**config.mk**
```make
export PLATFORM = sky130hd
export DESIGN_NAME = lio_csdec
export DESIGN_NICKNAME = d
export VERILOG_FILES = /design/src/rtl/lio_pkg.sv /design/src/rtl/lio_cfg_regs.sv /design/src/rtl/lio_win_match.sv /design/src/rtl/lio_addr_decode.sv /design/src/rtl/lio_cs_encode.sv /design/src/rtl/lio_csdec.sv
export SDC_FILE = /design/constraint.sdc
export NUM_CORES = 1
export LEC_CHECK = 0
export BUFFER_PORTS_ARGS = -buffer_cell sky130_fd_sc_hd__buf_2
export CORE_MARGIN = 5
export CORE_UTILIZATION = 54
export CTS_CLUSTER_DIAMETER = 80
export DETAILED_ROUTE_END_ITERATION = 12
export PLACE_DENSITY = 0.85
export SLEW_MARGIN = 10
export SYNTH_ARGS = -nofsm -noshare
export SYNTH_HDL_FRONTEND = slang
export SYNTH_HIERARCHICAL = 1
export SYNTH_SLANG_ARGS = --single-unit
export TNS_END_PERCENT = 20
```
**constraint.sdc**
```tcl
create_clock -name clk -period 4.6 [get_ports clk]
set_input_delay 1.15 -clock clk [delete_from_list [all_inputs] [get_ports clk]]
set_output_delay 1.15 -clock clk [all_outputs]
set_load 0.05 [all_outputs]
```
**src/rtl/lio_pkg.sv**
```systemverilog
package lio_pkg;

  localparam int NCS = 6;
  localparam int CS_IDE_P = 0;
  localparam int CS_IDE_S = 1;
  localparam int CS_KBC   = 2;
  localparam int CS_P92   = 3;
  localparam int CS_LPT   = 4;
  localparam int CS_CRAM  = 5;

  localparam int NWIN      = 15;
  localparam int W_IDE_P0  = 0;
  localparam int W_IDE_P1  = 1;
  localparam int W_IDE_S0  = 2;
  localparam int W_IDE_S1  = 3;
  localparam int W_AUX_P   = 4;
  localparam int W_AUX_S   = 5;
  localparam int W_KBC0    = 6;
  localparam int W_KBC1    = 7;
  localparam int W_RTC     = 8;
  localparam int W_P92     = 9;
  localparam int W_LPT_A   = 10;
  localparam int W_LPT_B   = 11;
  localparam int W_LPT_C   = 12;
  localparam int W_CRAM    = 13;
  localparam int W_CRAM_X  = 14;

  typedef enum logic [1:0] {
    LPT_SEL_A   = 2'b00,
    LPT_SEL_B   = 2'b01,
    LPT_SEL_C   = 2'b10,
    LPT_SEL_OFF = 2'b11
  } lpt_sel_e;

  function automatic int win_base(int idx);
    case (idx)
      W_IDE_P0: return 'h1F0;
      W_IDE_P1: return 'h3F6;
      W_IDE_S0: return 'h170;
      W_IDE_S1: return 'h376;
      W_AUX_P:  return 'h3F7;
      W_AUX_S:  return 'h377;
      W_KBC0:   return 'h060;
      W_KBC1:   return 'h064;
      W_RTC:    return 'h070;
      W_P92:    return 'h092;
      W_LPT_A:  return 'h3BC;
      W_LPT_B:  return 'h378;
      W_LPT_C:  return 'h278;
      W_CRAM:   return 'h800;
      default:  return 'hC00;
    endcase
  endfunction

  function automatic int win_size(int idx);
    case (idx)
      W_IDE_P0, W_IDE_S0, W_RTC, W_LPT_B, W_LPT_C: return 8;
      W_LPT_A: return 4;
      W_CRAM:  return 256;
      default: return 1;
    endcase
  endfunction

endpackage

```
**src/rtl/lio_cfg_regs.sv**
```systemverilog
module lio_cfg_regs #(
  parameter int          DW    = 8,
  parameter logic [7:0]  OFS_A = 8'h4E,
  parameter logic [7:0]  OFS_B = 8'h4F,
  parameter logic [DW-1:0] RST_A = 8'h13,
  parameter logic [DW-1:0] RST_B = 8'hCF
) (
  input  logic          clk,
  input  logic          rst,
  input  logic [7:0]    cfg_addr,
  input  logic          cfg_we,
  input  logic [DW-1:0] cfg_wdata,
  output logic [DW-1:0] cfg_rdata,
  output logic          en_ide,
  output logic          en_kbc,
  output logic          en_rtc,
  output logic          en_cram,
  output logic          en_p92,
  output logic [1:0]    lpt_sel
);

  logic [DW-1:0] reg_a;
  logic [DW-1:0] reg_b;

  always_ff @(posedge clk) begin
    if (rst) begin
      reg_a <= RST_A;
      reg_b <= RST_B;
    end else if (cfg_we) begin
      if (cfg_addr == OFS_A) reg_a <= cfg_wdata;
      if (cfg_addr == OFS_B) reg_b <= cfg_wdata;
    end
  end

  always_comb begin
    if (cfg_addr == OFS_A)      cfg_rdata = reg_a;
    else if (cfg_addr == OFS_B) cfg_rdata = reg_b;
    else                        cfg_rdata = '0;
  end

  assign en_rtc  = reg_a[0];
  assign en_kbc  = reg_a[1];
  assign en_ide  = reg_a[4];
  assign lpt_sel = reg_b[5:4];
  assign en_p92  = reg_b[6];
  assign en_cram = reg_b[7];

  // reset loads the defaults
  a_r1_reset_defaults: assert property (@(posedge clk)
    rst |=> (reg_a == RST_A && reg_b == RST_B));

  // a write lands on the next clock
  a_r2_write_b: assert property (@(posedge clk) disable iff (rst)
    (cfg_we && cfg_addr == OFS_B) |=> (reg_b == $past(cfg_wdata)));

  // other offsets leave both registers alone
  a_r2_other_ofs: assert property (@(posedge clk) disable iff (rst)
    (cfg_addr != OFS_A && cfg_addr != OFS_B) |=> ($stable(reg_a) && $stable(reg_b)));

endmodule

```
**src/rtl/lio_win_match.sv**
```systemverilog
module lio_win_match #(
  parameter int ADDR_W = 16,
  parameter int BASE   = 0,
  parameter int SIZE   = 1
) (
  input  logic [ADDR_W-1:0] addr,
  output logic              hit
);

  localparam logic [ADDR_W:0] LO = (ADDR_W+1)'(BASE);
  localparam logic [ADDR_W:0] HI = (ADDR_W+1)'(BASE + SIZE);

  logic [ADDR_W:0] ext;
  assign ext = {1'b0, addr};
  assign hit = (ext >= LO) && (ext < HI);

endmodule

```
**src/rtl/lio_addr_decode.sv**
```systemverilog
module lio_addr_decode
  import lio_pkg::*;
#(
  parameter int ADDR_W = 16
) (
  input  logic [ADDR_W-1:0] addr,
  output logic [NWIN-1:0]   hits
);

  for (genvar i = 0; i < NWIN; i++) begin : g_win
    lio_win_match #(
      .ADDR_W (ADDR_W),
      .BASE   (win_base(i)),
      .SIZE   (win_size(i))
    ) i_match (
      .addr (addr),
      .hit  (hits[i])
    );
  end

endmodule

```
**src/rtl/lio_cs_encode.sv**
```systemverilog
module lio_cs_encode
  import lio_pkg::*;
(
  input  logic            clk,
  input  logic            rst,
  input  logic [NWIN-1:0] hits,
  input  logic            addr_lsb,
  input  logic            io_rd,
  input  logic            io_wr,
  input  logic            en_ide,
  input  logic            en_kbc,
  input  logic            en_rtc,
  input  logic            en_cram,
  input  logic            en_p92,
  input  logic [1:0]      lpt_sel,
  output logic [NCS-1:0]  cs_n,
  output logic            rtc_ale_n,
  output logic            rtc_rd_n,
  output logic            rtc_wr_n,
  output logic            cram_rd_n,
  output logic            cram_wr_n,
  output logic            xcvr_oe_n
);

  logic           acc;
  logic [NCS-1:0] cs_act;
  logic           lpt_hit;
  logic           rtc_act;
  logic           aux_act;

  assign acc = io_rd | io_wr;

  always_comb begin
    case (lpt_sel_e'(lpt_sel))
      LPT_SEL_A: lpt_hit = hits[W_LPT_A];
      LPT_SEL_B: lpt_hit = hits[W_LPT_B];
      LPT_SEL_C: lpt_hit = hits[W_LPT_C];
      default:   lpt_hit = 1'b0;
    endcase
  end

  always_comb begin
    cs_act           = '0;
    cs_act[CS_IDE_P] = acc & en_ide & (hits[W_IDE_P0] | hits[W_IDE_P1]);
    cs_act[CS_IDE_S] = acc & en_ide & (hits[W_IDE_S0] | hits[W_IDE_S1]);
    cs_act[CS_KBC]   = acc & en_kbc & (hits[W_KBC0] | hits[W_KBC1]);
    cs_act[CS_P92]   = acc & en_p92 & hits[W_P92];
    cs_act[CS_LPT]   = acc & lpt_hit;
    cs_act[CS_CRAM]  = en_cram & ((acc & hits[W_CRAM]) | (io_wr & hits[W_CRAM_X]));
  end

  assign rtc_act = acc & en_rtc & hits[W_RTC];
  assign aux_act = acc & (hits[W_AUX_P] | hits[W_AUX_S]);

  assign cs_n      = ~cs_act;
  assign rtc_ale_n = ~(rtc_act & io_wr & ~addr_lsb);
  assign rtc_rd_n  = ~(rtc_act & io_rd & addr_lsb);
  assign rtc_wr_n  = ~(rtc_act & io_wr & addr_lsb);
  assign cram_rd_n = ~(en_cram & io_rd & hits[W_CRAM]);
  assign cram_wr_n = ~(en_cram & io_wr & hits[W_CRAM]);
  assign xcvr_oe_n = ~((|cs_act) | rtc_act | aux_act);

  // never two chip selects at once
  a_r10_cs_onehot: assert property (@(posedge clk) disable iff (rst)
    $onehot0(~cs_n));

  // no strobe, nothing driven
  a_r10_idle_quiet: assert property (@(posedge clk) disable iff (rst)
    !(io_rd || io_wr) |-> (&cs_n && rtc_ale_n && rtc_rd_n && rtc_wr_n &&
                           cram_rd_n && cram_wr_n && xcvr_oe_n));

  // auxiliary disk ports always open the transceiver
  a_r4_aux_xcvr: assert property (@(posedge clk) disable iff (rst)
    ((io_rd || io_wr) && (hits[W_AUX_P] || hits[W_AUX_S])) |-> (!xcvr_oe_n && &cs_n));

  // clock strobes silent when disabled
  a_r6_rtc_off: assert property (@(posedge clk) disable iff (rst)
    !en_rtc |-> (rtc_ale_n && rtc_rd_n && rtc_wr_n));

  // RAM strobes only inside the window
  a_r7_cram_window: assert property (@(posedge clk) disable iff (rst)
    (!cram_rd_n || !cram_wr_n) |-> (hits[W_CRAM] && !cs_n[CS_CRAM] && !xcvr_oe_n));

endmodule

```
**src/rtl/lio_csdec.sv**
```systemverilog
module lio_csdec
  import lio_pkg::*;
#(
  parameter int         ADDR_W = 16,
  parameter logic [7:0] OFS_A  = 8'h4E,
  parameter logic [7:0] OFS_B  = 8'h4F,
  parameter logic [7:0] RST_A  = 8'h13,
  parameter logic [7:0] RST_B  = 8'hCF
) (
  input  logic              clk,
  input  logic              rst,
  input  logic [7:0]        cfg_addr,
  input  logic              cfg_we,
  input  logic [7:0]        cfg_wdata,
  output logic [7:0]        cfg_rdata,
  input  logic [ADDR_W-1:0] io_addr,
  input  logic              io_rd,
  input  logic              io_wr,
  output logic [NCS-1:0]    cs_n,
  output logic              rtc_ale_n,
  output logic              rtc_rd_n,
  output logic              rtc_wr_n,
  output logic              cram_rd_n,
  output logic              cram_wr_n,
  output logic              xcvr_oe_n
);

  logic            en_ide, en_kbc, en_rtc, en_cram, en_p92;
  logic [1:0]      lpt_sel;
  logic [NWIN-1:0] hits;

  lio_cfg_regs #(
    .DW    (8),
    .OFS_A (OFS_A),
    .OFS_B (OFS_B),
    .RST_A (RST_A),
    .RST_B (RST_B)
  ) i_cfg (
    .clk       (clk),
    .rst       (rst),
    .cfg_addr  (cfg_addr),
    .cfg_we    (cfg_we),
    .cfg_wdata (cfg_wdata),
    .cfg_rdata (cfg_rdata),
    .en_ide    (en_ide),
    .en_kbc    (en_kbc),
    .en_rtc    (en_rtc),
    .en_cram   (en_cram),
    .en_p92    (en_p92),
    .lpt_sel   (lpt_sel)
  );

  lio_addr_decode #(
    .ADDR_W (ADDR_W)
  ) i_dec (
    .addr (io_addr),
    .hits (hits)
  );

  lio_cs_encode i_enc (
    .clk       (clk),
    .rst       (rst),
    .hits      (hits),
    .addr_lsb  (io_addr[0]),
    .io_rd     (io_rd),
    .io_wr     (io_wr),
    .en_ide    (en_ide),
    .en_kbc    (en_kbc),
    .en_rtc    (en_rtc),
    .en_cram   (en_cram),
    .en_p92    (en_p92),
    .lpt_sel   (lpt_sel),
    .cs_n      (cs_n),
    .rtc_ale_n (rtc_ale_n),
    .rtc_rd_n  (rtc_rd_n),
    .rtc_wr_n  (rtc_wr_n),
    .cram_rd_n (cram_rd_n),
    .cram_wr_n (cram_wr_n),
    .xcvr_oe_n (xcvr_oe_n)
  );

  // a read at the extra RAM port is never claimed
  a_r7_cramx_read: assert property (@(posedge clk) disable iff (rst)
    (io_rd && !io_wr && io_addr == ADDR_W'('hC00)) |-> (&cs_n && xcvr_oe_n));

endmodule

```
Yosys cells after proc, flatten, opt, wreduce, memory -nomap -nowiden
Cells that the tools add are included.

Register bits after elaboration: 16. Input port bits: 37. Word-level logic and storage cells: 97.

Order comparisons: 30. Equal/unequal tests: 4. Muxes and demuxes: 3. Bitwise gates (word level): 39. Reduce and logical (&&, ||, !) cells: 19.

Operators with widths (count): $ge 16x10->1 const B (7); $lt 16x10->1 const B (7); $ge 16x7->1 const B (3); $lt 16x7->1 const B (3); $ge 16x12->1 const B (2); $ge 16x9->1 const B (2); $lt 16x12->1 const B (2); $lt 16x9->1 const B (2); $and 1x1->1 (23); $eq 8x7->1 const B (2); $ge 16x8->1 const B (1); $lt 16x8->1 const B (1); $mux 8 (2); $logic_and 1x1->1 (15); $or 1x1->1 (8); $not 1->1 (7); $not 6->6 (1); $reduce_or 6->1 (1); $reduce_and 2->1 (2); $pmux 1 s3 (1); $eq 2x1->1 const B (1); $eq 2x2->1 const B (1); $logic_not 2->1 (1).

Logic depth before layout (Yosys ltp)
Depth after elaboration: 9. Mapped depth: 6. Depth with buffers taken out: 6.

Cells and area by module
Netlist, hierarchy kept.

By module, submodules not included: lio_cfg_regs (instances 1, cells an instance 89, area an instance 839.6 µm², sequential area each 320.3 µm²); lio_cs_encode (instances 1, cells an instance 25, area an instance 158.9 µm², sequential area each 0.0 µm²); lio_win_match at i_dec.g_win[5].i_match ... (instances 2, cells an instance 5, area an instance 48.8 µm², sequential area each 0.0 µm²); lio_win_match at i_dec.g_win[12].i_match ... (instances 2, cells an instance 5, area an instance 45.0 µm², sequential area each 0.0 µm²); lio_win_match at i_dec.g_win[0].i_match ... (instances 2, cells an instance 5, area an instance 43.8 µm², sequential area each 0.0 µm²); lio_win_match at i_dec.g_win[14].i_match ... (instances 2, cells an instance 5, area an instance 38.8 µm², sequential area each 0.0 µm²); lio_win_match at i_dec.g_win[1].i_match (instances 1, cells an instance 5, area an instance 53.8 µm², sequential area each 0.0 µm²); lio_win_match at i_dec.g_win[4].i_match (instances 1, cells an instance 5, area an instance 51.3 µm², sequential area each 0.0 µm²); lio_win_match at i_dec.g_win[3].i_match (instances 1, cells an instance 5, area an instance 47.5 µm², sequential area each 0.0 µm²); lio_win_match at i_dec.g_win[7].i_match (instances 1, cells an instance 5, area an instance 46.3 µm², sequential area each 0.0 µm²); lio_win_match at i_dec.g_win[11].i_match (instances 1, cells an instance 5, area an instance 42.5 µm², sequential area each 0.0 µm²); lio_win_match at i_dec.g_win[8].i_match (instances 1, cells an instance 5, area an instance 40.0 µm², sequential area each 0.0 µm²); lio_win_match at i_dec.g_win[13].i_match (instances 1, cells an instance 3, area an instance 20.0 µm², sequential area each 0.0 µm²).

Worst setup path before layout
No wires, ideal clock.

Kind: input to output. From: input io_addr[15]. To: output xcvr_oe_n. Arrival time: 2.609 ns. Data required time: 3.450 ns. Slack: 0.841 ns. Stages on the path: 6. Buffers on the path: 0. Cells stage by stage: or4_1 > nor4_2 > mux2i_1 > o22ai_1 > o21ai_1 > and3_1.

RTL lines: start: declaration (RTL line lio_csdec.sv:16) `input logic [ADDR_W-1:0] io_addr,`; $ge 16x10->1 or $lt 16x10->1 (tied branches) (RTL line lio_win_match.sv:15) `assign hit = (ext >= LO) && (ext < HI);`; $logic_and 1x1->1 * (RTL line lio_win_match.sv:15); named net hits[11] (RTL line lio_csdec.sv:30) `logic [NWIN-1:0] hits;`; $pmux 1 s3 * (RTL line lio_cs_encode.sv:34) `case (lpt_sel_e'(lpt_sel))`; $and 1x1->1 * (RTL line lio_cs_encode.sv:48) `cs_act[CS_LPT] = acc & lpt_hit;`; $reduce_or 6->1 * (RTL line lio_cs_encode.sv:61) `assign xcvr_oe_n = ~((|cs_act) | rtc_act | aux_act);`; $or 1x1->1 * (2 in a row) (RTL line lio_cs_encode.sv:61); $not 1->1 * (RTL line lio_cs_encode.sv:61); end: declaration (RTL line lio_csdec.sv:25) `output logic xcvr_oe_n`.

The timed path passes the listed nets; every way through them passes the cells marked *.

Final worst setup path
Same ends and word-level chain as after synthesis.

==> flow_summary.ini <==
[setup_path]
cp-end-kind = output pin
cp.arrival_ns = 3.01
cp_slowest_stage_delay_ns = 0.56
crit_fanout = 15
crit_buf_inv = 2
critical_path_required_ns = 3.45
crit_slowest_cell = or4_1
crit_family = simple AND/OR/NAND/NOR gates
crit_chain = buf_2 > or4_1 > nor4_2 > mux2i_1 > o22ai_1 > o21ai_1 > and3_1 > buf_2
worst-r2r-cell-count = 2
worst-setup-path-type = input pin to output pin
path_depth = 8
start_kind = input pin
path_common_cell = buf_2

[detailed_routing]
dr.max_layer_used = met4
dr_wl_met2_mm = 2.25
dr_wl_met3_um = 483
post_drt_wl_per_cell_um = 17.2
vias_per_cell = 6.53
drtPass1Iterations = 4
drtAntennaViolNets = 0
drc = 0
vias = 1776
drt_iter0_markers = 197
met1_length_mm = 1.89
routed_wl_mm = 4.69

[flow_run]
drv_cap = 0

[sta]
drv_slew = 0
relSlewSlack = 0.593
setup_viol = 0
rsz0062_at_grt = no
max_slew.worst_pin.slew_ns = 0.607
tns_ns = 0
fin_skew_ns = 0
fmax_ghz = 0.240
setup_slack_ns = 0.440
timing_hold_violations_final = 0
timing.final.crit_share = 0.904
fin_crit_ns = 4.16

[die]
io_pins = 57
initial_utilization = 0.550
dieHeight_um = 65.3
die-area_um2 = 4270
chipWidth_um = 65.3
core_um2 = 3000
core.rowCount = 20

[power_and_ir_drop]
p_per_area_nw_per_um2 = 159
pwr-share-comb = 0.254
p_leak_nw = 0.791
clockPowerShare = 0.302
peakVddDrop_uv = 133
p_seq_frac = 0.443
p_sw_frac = 0.304
p_switching_mw = 0.0950
p_int_mw = 0.218

[clock_tree]
cts_resized = 0
cts_tree = built
numCtsBuffers = 3
post-cts-setup-buffers = 0
clk_pin_slew_ns = 0.09
cts_num_sinks = 16
cts_root_buffer = clkbuf_4
htree_num_levels = 1
holdBufCountCts = 0
clk_latency_ns = 0.29
cts_buffer_depth = 2

[cells_and_area]
areaGrowthSynthToFinish_pct = 18.7
final_cell_mix = buf_2 (56), nor2_1 (26), mux2i_1 (25), dfxtp_1 (16), nand2b_1 (15)
layout.nets = 277
layout-drive-gt1-share = 0.331
antenna_cells = 0
final_common_cell = buf_2

[global_route]
grt_max_degree = 30
gr-usage-all-layers = 0.217
grt_pass1_wl_mm = 7.48
grt_pass1_vias = 1593
antenna_found_initial = 0
globalRouteOverflowTotal = 0

[synth]
ys_seq_area_frac = 0.194
syn_nets = 224
syn_area_per_cell_um2 = 8.84
ys_seq_elements = 16
ys_types = 38
syn-instance-count = 187
synth.cell_area_um2 = 1650
ys_warn_count = 6

[placed_design]
place.port_buffers = 56
hpwl_mm = 3.34
preCtsSetupSlack_ns = 0.463
place_congestion = 0.830

[hold_path]
holdPathStages = 2
hp-class = register to register

[status]
status = complete, no violations
[final timing paths]
| check | from | end | slack (ns) |
|---|---|---|---|
| min reg2reg | i_cfg/reg_a[3] | i_cfg/reg_a[3] | 0.48 |
| min | i_cfg/reg_a[3] | i_cfg/reg_a[3] | 0.48 |
| max | io_addr[15] | xcvr_oe_n | 0.44 |
| max reg2reg | i_cfg/reg_a[4] | i_cfg/reg_a[4] | 3.89 |
[area by class of cell]
class                           instances  area (um^2)
Sequential cell                        16          320
Tap cell                               33         41.3
Multi-Input combinational cell        163         1280
Fill cell                             274         1040
Timing Repair Buffer                   56          280
Clock buffer                            4         36.3
[cells in the mapped netlist]
| cell type | instances | area [um^2] |
|---|---|---|
| nand3b_1 | 2 | 15.0 |
| nand4bb_1 | 7 | 78.8 |
| o41ai_2 | 1 | 16.3 |
| nand2_1 | 10 | 37.5 |
| nor3b_1 | 1 | 7.51 |
| o22ai_1 | 1 | 6.26 |
| mux2i_1 | 25 | 250 |
| nor2_1 | 26 | 97.6 |
| clkbuf_1 | 2 | 7.51 |
| and4bb_2 | 1 | 12.5 |
| dfxtp_1 | 16 | 320 |
| o21ai_1 | 2 | 10.0 |
| and4b_2 | 1 | 11.3 |
| or4_1 | 6 | 45.0 |
| nor4_2 | 8 | 100 |
| o211ai_1 | 2 | 15.0 |
| buf_2 | 3 | 15.0 |
| nand4_1 | 2 | 12.5 |
| nand4_4 | 1 | 21.3 |
| nand3_1 | 4 | 20.0 |
| buf_6 | 1 | 11.3 |
| nand2b_1 | 15 | 93.8 |
| and4_1 | 5 | 43.8 |
| nand4b_1 | 11 | 96.3 |
| or3b_2 | 1 | 8.76 |
| nor3_1 | 1 | 5.00 |
| nor3b_4 | 1 | 18.8 |
| and3_1 | 1 | 6.26 |
| or2_1 | 1 | 6.26 |
| or4b_1 | 3 | 30.0 |
| nor4b_1 | 4 | 35.0 |
| o211ai_2 | 1 | 12.5 |
| nor4_1 | 10 | 62.6 |
| nor4bb_1 | 2 | 20.0 |
| a211oi_1 | 1 | 7.51 |
| and4b_1 | 2 | 20.0 |
| buf_4 | 2 | 15.0 |
| nor4b_2 | 4 | 60.1 |
[through the flow]
step           power (mW)  hold slack, ns  cells  instance area, um^2   util
5_1_grt             0.328           0.512    272                 1960  0.653
6_report            0.313           0.480    272                 1960  0.653
2_1_floorplan       0.176           0.451    187                 1650      -
3_5_place_dp        0.220           0.466    268                 1930  0.641
4_1_cts             0.314           0.482    272                 1960  0.653
3_3_place_gp        0.219           0.460    268                 1930  0.641
[tightest hold or removal path, cell delays in order (launching register included)]
cell,delay [ns]
dfxtp_1,0.32
nand2b_1,0.06
mux2i_1,0.06
[cells by family (layout without fill, tap and decap cells)]
group	Yosys count	in the layout	share of synthesized area
compound gates	8	8	0.0409
simple gates	130	130	0.584
mux	25	25	0.151
flops	16	16	0.194
buf+inv	8	60	0.0295
[routing by layer]
| metal | GRT usage | vias to the layer above |
|---|---|---|
| li1 | - | 847 |
| met1 | 0.289 | 821 |
| met2 | 0.346 | 95 |
| met3 | 0.0564 | 13 |
| met4 | 0.0596 | 0 |
| met5 | 0 | - |
[state kept, by name (all words and copies together), names as in the netlist]
| register | flops |
|---|---|
| i_cfg/reg_b | 8 |
| i_cfg/reg_a | 8 |
[power groups by stage]
stage	logic [mW]	clock network [mW]	registers (mW)
6_report	0.0796	0.0945	0.139
5_1_grt	0.0857	0.104	0.139
4_1_cts	0.0778	0.0971	0.139
3_5_place_dp	0.0776	0	0.142
3_3_place_gp	0.0768	0	0.142
2_1_floorplan	0.0344	0	0.142
(Power assumes the default switching activity.)
